===== src/rtl/gwd_pkg.sv =====
// Package gwd_pkg: register offsets and the debounce code decode shared by
// the register file and the per-pin filters of the GPIO wake detector.
package gwd_pkg;

    localparam logic [3:0] OFS_ENABLE = 4'd0;
    localparam logic [3:0] OFS_INVERT = 4'd1;
    localparam logic [3:0] OFS_MODE   = 4'd2;
    localparam logic [3:0] OFS_DEBNC  = 4'd3;
    localparam logic [3:0] OFS_STATUS = 4'd4;
    localparam logic [3:0] OFS_R_IRQ  = 4'd5;
    localparam logic [3:0] OFS_R_SMI  = 4'd6;
    localparam logic [3:0] OFS_R_SCI  = 4'd7;

    // Map a 2-bit debounce code onto its tick threshold.
    function automatic int debounce_ticks(input logic [1:0] code,
                                          input int t1, input int t2, input int t3);
        case (code)
            2'd0:    return 0;
            2'd1:    return t1;
            2'd2:    return t2;
            default: return t3;
        endcase
    endfunction

endpackage


===== src/rtl/gwd_filter.sv =====
// Module gwd_filter: synchronizes one asynchronous pin into clk and debounces
// it. A new level is adopted only after it has differed from the filtered
// level for the selected number of consecutive slow ticks. Code 0 adopts it
// on the next clock. Assumes slow_tick is a one-clock pulse.
module gwd_filter #(
    parameter int T1 = 2,
    parameter int T2 = 8,
    parameter int T3 = 32,
    localparam int CW = $clog2(T3 + 1)
) (
    input  logic       clk,
    input  logic       rst_n,
    input  logic       slow_tick,
    input  logic       pin,
    input  logic [1:0] sel,
    output logic       level_o
);
    import gwd_pkg::*;

    logic          sync1_q, sync2_q, filt_q;
    logic [CW-1:0] cnt_q;
    logic [CW-1:0] limit;

    // Purpose: decode the selected threshold.
    always_comb limit = CW'(debounce_ticks(sel, T1, T2, T3));

    // Purpose: two-flop synchronizer for the raw pin.
    always_ff @(posedge clk) begin
        if (!rst_n) begin
            sync1_q <= 1'b0;
            sync2_q <= 1'b0;
        end else begin
            sync1_q <= pin;
            sync2_q <= sync1_q;
        end
    end

    // Purpose: count consecutive ticks of disagreement and adopt the new level.
    always_ff @(posedge clk) begin
        if (!rst_n) begin
            filt_q <= 1'b0;
            cnt_q  <= '0;
        end else if (sync2_q == filt_q) begin
            cnt_q <= '0;
        end else if (limit == '0) begin
            filt_q <= sync2_q;
            cnt_q  <= '0;
        end else if (slow_tick) begin
            if (cnt_q + CW'(1) >= limit) begin
                filt_q <= sync2_q;
                cnt_q  <= '0;
            end else begin
                cnt_q <= cnt_q + CW'(1);
            end
        end
    end

    assign level_o = filt_q;


    filt_takes_sync_chk: assert property (@(posedge clk) disable iff (!rst_n)
        !$stable(filt_q) |-> filt_q == $past(sync2_q));

    filt_needs_tick_chk: assert property (@(posedge clk) disable iff (!rst_n)
        (!$stable(filt_q) && $past(limit) != '0) |-> $past(slow_tick));

endmodule


===== src/rtl/gwd_detect.sv =====
// Module gwd_detect: applies polarity, qualifies each input as edge or level,
// and keeps the sticky write-1-to-clear status. pend_o is the enabled status
// seen by software and by the routing stage. Assumes clr_i is a one-cycle strobe.
module gwd_detect #(
    parameter int N = 16
) (
    input  logic         clk,
    input  logic         rst_n,
    input  logic [N-1:0] level_i,
    input  logic [N-1:0] en_i,
    input  logic [N-1:0] inv_i,
    input  logic [N-1:0] lvl_i,
    input  logic [N-1:0] clr_i,
    output logic [N-1:0] pend_o
);
    logic [N-1:0] act, act_q, edge_set, sticky_q;

    // Purpose: polarity before detection, and edge qualification.
    always_comb begin
        act      = level_i ^ inv_i;
        edge_set = en_i & ~lvl_i & act & ~act_q;
    end

    // Purpose: remember the previous qualified level per input.
    always_ff @(posedge clk) begin
        if (!rst_n) act_q <= '0;
        else        act_q <= act;
    end

    // Purpose: sticky bits, where a new edge wins over a simultaneous clear.
    always_ff @(posedge clk) begin
        if (!rst_n) sticky_q <= '0;
        else        sticky_q <= (sticky_q & ~clr_i) | edge_set;
    end

    // Purpose: visible status, with level events live and everything gated by enable.
    always_comb pend_o = (sticky_q | (lvl_i & act)) & en_i;


    sticky_only_on_edge_chk: assert property (@(posedge clk) disable iff (!rst_n)
        ((sticky_q & ~$past(sticky_q)) & ~$past(edge_set)) == '0);

    clear_takes_effect_chk: assert property (@(posedge clk) disable iff (!rst_n)
        (sticky_q & $past(clr_i & ~edge_set) & $past(sticky_q)) == '0);

endmodule


===== src/rtl/gwd_regs.sv =====
// Module gwd_regs: single-cycle register port for the detector configuration.
// Reads are combinational on addr. A write to the status offset produces a
// one-cycle clear strobe instead of storing data.
module gwd_regs #(
    parameter int N = 16,
    localparam int DW = 2 * N
) (
    input  logic          clk,
    input  logic          rst_n,
    input  logic          wr_en,
    input  logic [3:0]    addr,
    input  logic [DW-1:0] wdata,
    input  logic [N-1:0]  pend_i,
    output logic [N-1:0]  en_o,
    output logic [N-1:0]  inv_o,
    output logic [N-1:0]  lvl_o,
    output logic [DW-1:0] db_o,
    output logic [N-1:0]  r_irq_o,
    output logic [N-1:0]  r_smi_o,
    output logic [N-1:0]  r_sci_o,
    output logic [N-1:0]  clr_o,
    output logic [DW-1:0] rdata
);
    import gwd_pkg::*;

    // Purpose: store configuration words on a write.
    always_ff @(posedge clk) begin
        if (!rst_n) begin
            en_o    <= '0;
            inv_o   <= '0;
            lvl_o   <= '0;
            db_o    <= '0;
            r_irq_o <= '0;
            r_smi_o <= '0;
            r_sci_o <= '0;
        end else if (wr_en) begin
            case (addr)
                OFS_ENABLE: en_o    <= wdata[N-1:0];
                OFS_INVERT: inv_o   <= wdata[N-1:0];
                OFS_MODE:   lvl_o   <= wdata[N-1:0];
                OFS_DEBNC:  db_o    <= wdata;
                OFS_R_IRQ:  r_irq_o <= wdata[N-1:0];
                OFS_R_SMI:  r_smi_o <= wdata[N-1:0];
                OFS_R_SCI:  r_sci_o <= wdata[N-1:0];
                default: ;
            endcase
        end
    end

    // Purpose: write-1-to-clear strobe for the status bits.
    always_comb clr_o = (wr_en && addr == OFS_STATUS) ? wdata[N-1:0] : '0;

    // Purpose: read multiplexer, where unused offsets and upper bits read 0.
    always_comb begin
        case (addr)
            OFS_ENABLE: rdata = DW'(en_o);
            OFS_INVERT: rdata = DW'(inv_o);
            OFS_MODE:   rdata = DW'(lvl_o);
            OFS_DEBNC:  rdata = db_o;
            OFS_STATUS: rdata = DW'(pend_i);
            OFS_R_IRQ:  rdata = DW'(r_irq_o);
            OFS_R_SMI:  rdata = DW'(r_smi_o);
            OFS_R_SCI:  rdata = DW'(r_sci_o);
            default:    rdata = '0;
        endcase
    end


    enable_write_chk: assert property (@(posedge clk) disable iff (!rst_n)
        (wr_en && addr == OFS_ENABLE) |=> en_o == $past(wdata[N-1:0]));

endmodule


===== src/rtl/gwd_route.sv =====
// Module gwd_route: forms the three registered event outputs. Each output is
// the OR of the pending status masked by its own routing word.
module gwd_route #(
    parameter int N = 16,
    parameter int OUTS = 3
) (
    input  logic                     clk,
    input  logic                     rst_n,
    input  logic [N-1:0]             pend_i,
    input  logic [OUTS-1:0][N-1:0]   mask_i,
    output logic [OUTS-1:0]          out_o
);
    // Purpose: register the masked OR for every output.
    always_ff @(posedge clk) begin
        if (!rst_n) begin
            out_o <= '0;
        end else begin
            for (int k = 0; k < OUTS; k++) out_o[k] <= |(pend_i & mask_i[k]);
        end
    end


    quiet_when_idle_chk: assert property (@(posedge clk) disable iff (!rst_n)
        (pend_i == '0) |=> (out_o == '0));

endmodule


===== src/rtl/gpio_wake_detect.sv =====
// Module gpio_wake_detect: top of the GPIO wake event detector. It holds one
// filter per input, the shared detection and status stage, the register port
// and the routing of status onto the interrupt, system-management and
// system-control outputs. Assumes slow_tick is a one-clock pulse in clk.
module gpio_wake_detect #(
    parameter int N_IN = 16,
    parameter int DB_T1 = 2,
    parameter int DB_T2 = 8,
    parameter int DB_T3 = 32
) (
    input  logic                  clk,
    input  logic                  rst_n,
    input  logic                  slow_tick,
    input  logic [N_IN-1:0]       pins_i,
    input  logic                  wr_en,
    input  logic [3:0]            addr,
    input  logic [2*N_IN-1:0]     wdata,
    output logic [2*N_IN-1:0]     rdata,
    output logic                  irq_o,
    output logic                  smi_o,
    output logic                  sci_o
);
    localparam int DW = 2 * N_IN;

    logic [N_IN-1:0] level, en, inv, lvl, clr, pend, r_irq, r_smi, r_sci;
    logic [DW-1:0]   db;
    logic [2:0][N_IN-1:0] masks;
    logic [2:0]      outs;

    // One synchronizer and debounce filter per input.
    for (genvar i = 0; i < N_IN; i++) begin : g_pin
        gwd_filter #(.T1(DB_T1), .T2(DB_T2), .T3(DB_T3)) u_filt (
            .clk(clk), .rst_n(rst_n), .slow_tick(slow_tick),
            .pin(pins_i[i]), .sel(db[2*i +: 2]), .level_o(level[i])
        );
    end

    gwd_detect #(.N(N_IN)) u_detect (
        .clk(clk), .rst_n(rst_n), .level_i(level), .en_i(en), .inv_i(inv),
        .lvl_i(lvl), .clr_i(clr), .pend_o(pend)
    );

    gwd_regs #(.N(N_IN)) u_regs (
        .clk(clk), .rst_n(rst_n), .wr_en(wr_en), .addr(addr), .wdata(wdata),
        .pend_i(pend), .en_o(en), .inv_o(inv), .lvl_o(lvl), .db_o(db),
        .r_irq_o(r_irq), .r_smi_o(r_smi), .r_sci_o(r_sci), .clr_o(clr),
        .rdata(rdata)
    );

    assign masks = {r_sci, r_smi, r_irq};

    gwd_route #(.N(N_IN), .OUTS(3)) u_route (
        .clk(clk), .rst_n(rst_n), .pend_i(pend), .mask_i(masks), .out_o(outs)
    );

    assign irq_o = outs[0];
    assign smi_o = outs[1];
    assign sci_o = outs[2];

endmodule


===== config.mk =====
export PLATFORM = sky130hd
export DESIGN_NAME = gpio_wake_detect
export DESIGN_NICKNAME = d
export VERILOG_FILES = /design/src/rtl/gwd_pkg.sv /design/src/rtl/gwd_filter.sv /design/src/rtl/gwd_detect.sv /design/src/rtl/gwd_regs.sv /design/src/rtl/gwd_route.sv /design/src/rtl/gpio_wake_detect.sv
export SDC_FILE = /design/constraint.sdc
export NUM_CORES = 1
export LEC_CHECK = 0
export ABC_AREA = 0
export BUFFER_PORTS_ARGS = -buffer_cell sky130_fd_sc_hd__buf_2
export CAP_MARGIN = 20
export CORE_UTILIZATION = 55
export DETAILED_ROUTE_END_ITERATION = 16
export PLACE_DENSITY_LB_ADDON = 0.25
export RECOVER_POWER = 25
export SYNTH_ARGS = -nofsm -noshare
export SYNTH_HDL_FRONTEND = slang
export SYNTH_HIERARCHICAL = 1
export SYNTH_SLANG_ARGS = --single-unit
export TNS_END_PERCENT = 5

===== constraint.sdc =====
create_clock -name clk -period 4.8 [get_ports clk]
set_clock_uncertainty 0.05 [all_clocks]
set_input_delay 0.24 -clock clk [delete_from_list [all_inputs] [get_ports clk]]
set_output_delay 0.24 -clock clk [all_outputs]
set_load 0.01 [all_outputs]

**Word-level counts from Yosys, hierarchy flattened**

Cells that the tools add are included.

- Input port bits: 56
- Flip-flop bits (word level): 307

- Order comparisons: 16
- Bitwise gates (word level): 32
- Equality and inequality tests: 55
- Multiplexer cells: 82
- Reductions and logical operators: 108
- Add/sub/neg operators: 16

Operators by type and width:

| kind | number |
|---|---|
| 6-bit one-hot mux with 3 select lines | 16 |
| 32-bit one-hot mux with 8 select lines | 1 |
| 16-bit AND | 9 |
| 6-bit by 1-bit adder with 6-bit output, second input constant | 16 |
| 6-bit greater-or-equal comparator | 16 |
| 6-bit zero test | 16 |
| 6-bit two-way mux | 16 |
| 2-bit nonzero test | 32 |
| 1-bit two-way mux | 48 |
| 16-bit inverter | 3 |
| 3-bit AND reduction | 16 |
| 16-bit OR reduction | 3 |
| 3-bit OR reduction | 16 |
| 2-bit by 1-bit equality test with 1-bit output, second input constant | 16 |
| 2-bit equality test, second input constant | 16 |
| 2-bit zero test | 16 |
| 16-bit bitwise OR | 2 |
| 1-bit inverter | 17 |
| 1-bit equality test | 16 |
| 4-bit by 3-bit equality test with 1-bit output, second input constant | 4 |
| 16-bit two-way mux | 1 |
| 16-bit XOR | 1 |
| 2-bit AND reduction | 7 |
| 4-bit by 2-bit equality test with 1-bit output, second input constant | 2 |
| other kinds (3) | 3 |

**Depth between registers and ports, before layout**

- Depth in word-level cells: 6
- Depth in mapped cells: 9
- Gate-level depth less buffers: 8

**Hierarchy**

Netlist, hierarchy kept.

By module, submodules not included:

| module | instances | area each (um^2) | cells each | sequential area each (um^2) |
|---|---|---|---|---|
| gwd_filter | 16 | 573.0 | 66 | 180.2 |
| gwd_regs | 1 | 6555.0 | 784 | 2562.5 |
| gwd_detect | 1 | 1527.7 | 165 | 640.6 |
| gwd_route | 1 | 314.1 | 36 | 60.1 |

**Worst setup path after synthesis**

No wires, ideal clock.

- Kind: register to register
- Start point: register g_pin[0].u_filt.cnt_q[2]
- End point: register g_pin[0].u_filt.filt_q
- Slack: 2.845 ns
- Data arrival time: 1.833 ns
- Data required time: 4.678 ns
- Stages on the path, launching flop included: 10
- Path through: dfxtp_1 > buf_6 > nand3_1 > nor2_1 > xor2_1 > ha_1 > nand2_1 > nor3_1 > a2111oi_2 > mux2i_1

- Cells in the longest elaborated chain, start to end: 4

RTL lines:

| what | line | text |
|---|---|---|
| start, declared | gwd_filter.sv:21 | `logic [CW-1:0] cnt_q;` |
| start signal, assigned | gwd_filter.sv:53 | `cnt_q <= cnt_q + CW'(1);` |
| 6-bit by 1-bit adder with 6-bit output | gwd_filter.sv:49 | `if (cnt_q + CW'(1) >= limit) begin` |
| 6-bit greater-or-equal comparator | gwd_filter.sv:49 |  |
| 2-bit nonzero test (no line) | -- |  |
| 3-bit AND reduction (no line) | -- |  |
| end signal, assigned | gwd_filter.sv:46 | `filt_q <= sync2_q;` |
| end signal, assigned | gwd_filter.sv:50 | `filt_q <= sync2_q;` |
| end, declared | gwd_filter.sv:20 | `logic sync1_q, sync2_q, filt_q;` |

Every way passes these cells.
A chain may end at the register's enable or synchronous reset.

**Worst setup path in the final report**

- Start point: input port addr[2]
- End point: output port rdata[4]

- Cells in the longest elaborated chain, start to end: 2
- Elaborated cells between the ends (all ways): 9
- Those cells by class: 7 x eq/ne; 1 x mux; 1 x reduce/logical

RTL lines:

| what | line | text |
|---|---|---|
| start, declared | gpio_wake_detect.sv:16 | `input logic [3:0] addr,` |
| 4-bit by 3-bit equality test with 1-bit output, or another cell as far along | gwd_regs.sv:55 | `case (addr)` |
| 32-bit one-hot mux with 8 select lines (*) | gwd_regs.sv:55 |  |
| end, declared | gpio_wake_detect.sv:18 | `output logic [2*N_IN-1:0] rdata,` |

Mark *: on every way between the ends. The rest lies on a longest branch, timed or not.

==> metrics.csv <==
stage,metric,value,unit
outcome,outcome,"complete, but fails checks",
outcome,violations,"capacitance limit, slew limit",
grt,gr-total-overflow,0,
run,maxCapViolations,3,
cells_and_area,area_growth,9.06,%
placed_design,port_buffers,90,
clock_tree,cts-root-buf,clkbuf_16,
cells_and_area,stdcell_count,2500,
worst_setup_path,worstPathRequired,4.51,ns
power_and_ir_drop,powerDensity,291,nW/um2
logic_synthesis,syn-num-nets,2161,
logic_synthesis,synth_top_family_by_area,compound AO/OA/AOI/OAI gates,
floorplan,coreArea,31500,um2
drt,wl,47000,um
cells_and_area,layout-drive-gt1-share,9.87,%
logic_synthesis,synth_top_area_share,35.0,%
clock_tree,insertion_delay,0.52,ns
clock_tree,post_cts_buffers,0,
min_path,hold_path_class,in2reg,
worst_setup_path,worstSetupEndpointType,output pin,
floorplan,io-pin-count,91,
clock_tree,cts.path.max_buffers,3,
logic_synthesis,yosys.area.top_type,dfxtp_1,
worst_setup_path,start_kind,input port,
logic_synthesis,async_flop_share,0,%
placed_design,routabilityCongestion,0.882,
timing,worst_pin_slew,1.82,ns
timing,rsz0062_at_grt,no,
logic_synthesis,syn_area,17600,um2
worst_setup_path,slowest_delay,1.16,ns
clock_tree,cts_tree,done,
logic_synthesis,synth_cell_type_count,55,
placed_design,dp_cells,2402,
timing,period_needed,3.24,ns
power_and_ir_drop,peakVddDrop,0.219,mV
drt,drt_drc_violations_left,0,
placed_design,dp_hpwl,30700,um
logic_synthesis,yosys.area_share.simple,23.5,%
drt,wl_per_cell,18.8,um
grt,antenna_found_initial,1,
timing,finalHoldViolCount,0,
logic_synthesis,ys_ff_latch,307,
floorplan,dieArea,32700,um2
worst_setup_path,worst-path-buf-inv,2,
logic_synthesis,ys_seq_area_share,35.0,%
cells_and_area,final_common_cell,dfxtp_1,
logic_synthesis,synth.area.top_cells,"dfxtp_1 35%, nand3_1 4.7%, a21boi_1 4.7%",
timing,finalSetupTns,0,ns
floorplan,die_w,181,um
worst_setup_path,crit_slowest_cell,clkbuf_1,
cells_and_area,layout_common_cells,"307 x dfxtp_1, 176 x nand2_1, 166 x nand3_1",
power_and_ir_drop,p_leak,6.65,nW
clock_tree,cts_num_sinks,307,
grt,grt_pass1_vias,14800,
logic_synthesis,synth_warnings,6,
logic_synthesis,ys.flop_type,dfxtp_1,
timing,setup_viol,0,
drt,avgViaCountPerCell,6.39,
grt,gr-usage-all-layers,28.0,%
grt,grt_max_degree,104,
floorplan,die_h,181,um
logic_synthesis,synth_edf_count,0,
worst_setup_path,path_cells,"clkbuf_1, and3b_1, a222oi_1, o211ai_1, buf_2",
logic_synthesis,synthCells,2041,
logic_synthesis,synth_xor_area_share,4.79,%
drt,drtIter0Drc,1788,
worst_setup_path,path_class,in2out,
drt,num_vias,16000,
grt,grt_pass1_wl,76100,um
worst_setup_path,cp_top_family,buffers and inverters,
clock_tree,path_clk_slew,0.06,ns
floorplan,std_cell_rows,65,
worst_setup_path,crit_fanout,40,
drt,drt-pass1-iter-count,10,
power_and_ir_drop,finalPower,5.58,mW
logic_synthesis,synthAdderAreaFrac,4.56,%
timing,relSlewSlack,-21.6,%
worst_setup_path,worst_ep_arrival_time,2.95,ns
drt,ant_nets,0,
floorplan,initial_core_util,55.8,%
timing,fin_crit_sh,67.5,%
logic_synthesis,synth_mux_area_share,1.98,%
cells_and_area,fin_nets,2192,
cells_and_area,utilization,60.9,%
clock_tree,numCtsBuffers,36,
clock_tree,htree_levels,2,
logic_synthesis,syn_area_per_cell,8.61,um2
logic_synthesis,synth_compound_area_share,24.5,%
timing,slew_violations,170,
timing,fmax,309,MHz
layout make-up:
class | instances | area [um2]
Clock inverter | 8 | 40.0
Tap cell | 402 | 503
Clock buffer | 55 | 1060
Antenna cell | 1 | 2.50
Timing Repair Buffer | 141 | 918
Fill cell | 2735 | 12300
Inverter | 16 | 60.1
Sequential cell | 307 | 6150
Multi-Input combinational cell | 1570 | 10400
worst min-delay path, stage by stage:
cell and delay (ns):
buf_2 0.16, nand3_1 0.08, a21boi_1 0.05
cell families (layout without fill, tap and decap cells):
kind of cell | count (synthesis) | count (layout)
XOR/XNOR | 96 | 96
flip-flops | 307 | 307
other | 0 | 1
AO/OA/AOI/OAI | 603 | 603
AND/OR/NAND/NOR | 775 | 775
multiplexers | 32 | 32
adder cells (fa/ha/maj) | 64 | 64
buffers and inverters | 164 | 220
Yosys cell counts, types with 17 or more instances:
master	number
a21boi_0	19
a21boi_1	109
a22oi_1	28
a31oi_1	32
a32o_1	48
and2_1	49
and3_1	48
buf_2	42
buf_6	39
clkbuf_1	56
dfxtp_1	307
ha_1	64
nand2_1	177
nand2b_1	34
nand3_1	166
nand3b_1	17
nor2_1	82
nor2b_1	34
nor3_1	64
nor3b_1	17
o21a_1	19
o21ai_0	113
o21ai_1	95
xnor2_1	80
sequential cells by signal, summed over array words and instances (netlist names):
name / count
g_pin.u_filt/cnt_q: 96
g_pin.u_filt/level_o: 16
g_pin.u_filt/sync1_q: 16
g_pin.u_filt/sync2_q: 16
u_detect/act_q: 16
u_detect/sticky_q: 16
u_regs/db_o: 32
u_regs/en_o: 16
u_regs/inv_o: 16
u_regs/lvl_o: 16
u_regs/r_irq_o: 16
u_regs/r_sci_o: 16
u_regs/r_smi_o: 16
u_route/out_o: 3
what timing repair did:
item	CTS	global route
hold buffers	33	0
resized for setup	0	0
hold endpoints to repair	38	0
path summary, 6_finish.rpt:
check | slack [ns] | startpoint | end | cells past startpoint
worst max register to register | 2.47 | g_pin[5].u_filt/cnt_q[2]$_SDFFE_PP0P_ | g_pin[5].u_filt/level_o$_SDFFE_PN0P_ | 8
worst min register to register | 0.38 | g_pin[2].u_filt/sync1_q$_SDFF_PN0_ | g_pin[2].u_filt/sync2_q$_SDFF_PN0_ | 1
worst max-delay path | 1.56 | addr[2] | rdata[4] | 5
worst min-delay path | 0.02 | wdata[4] | u_regs/en_o[4]$_SDFFE_PN0P_ | 3
report_power, final:
| part | total, mW | leakage (nW) | internal (mW) | switching, mW |
|---|---|---|---|---|
| Sequential | 2.61 | 2.48 | 2.58 | 0.0291 |
| Combinational | 0.376 | 3.61 | 0.125 | 0.252 |
| Clock | 2.59 | 0.551 | 1.52 | 1.07 |
layer usage:
| metal | up-vias | GRT usage [%] | part of all wire [%] |
|---|---|---|---|
| li1 | 7632 | - | - |
| met1 | 7620 | 37.9 | 44 |
| met2 | 649 | 45.2 | 45 |
| met3 | 85 | 5.48 | 8.4 |
| met4 | 0 | 8.03 | 2.2 |
| met5 | - | 0 | 0 |
per-stage QoR:
stage | setup slack, ns | hold slack (ns) | instance area [um2]
floorplan | 2.84 | 0.307 | 17600
global placement | 2.30 | 0.365 | 17700
detailed placement | 2.27 | 0.370 | 17700
CTS | 2.18 | 0.00690 | 19200
global route | 1.52 | 0.0253 | 19200
finish | 1.56 | 0.0185 | 19200
Power figures use the tool's default switching activity.
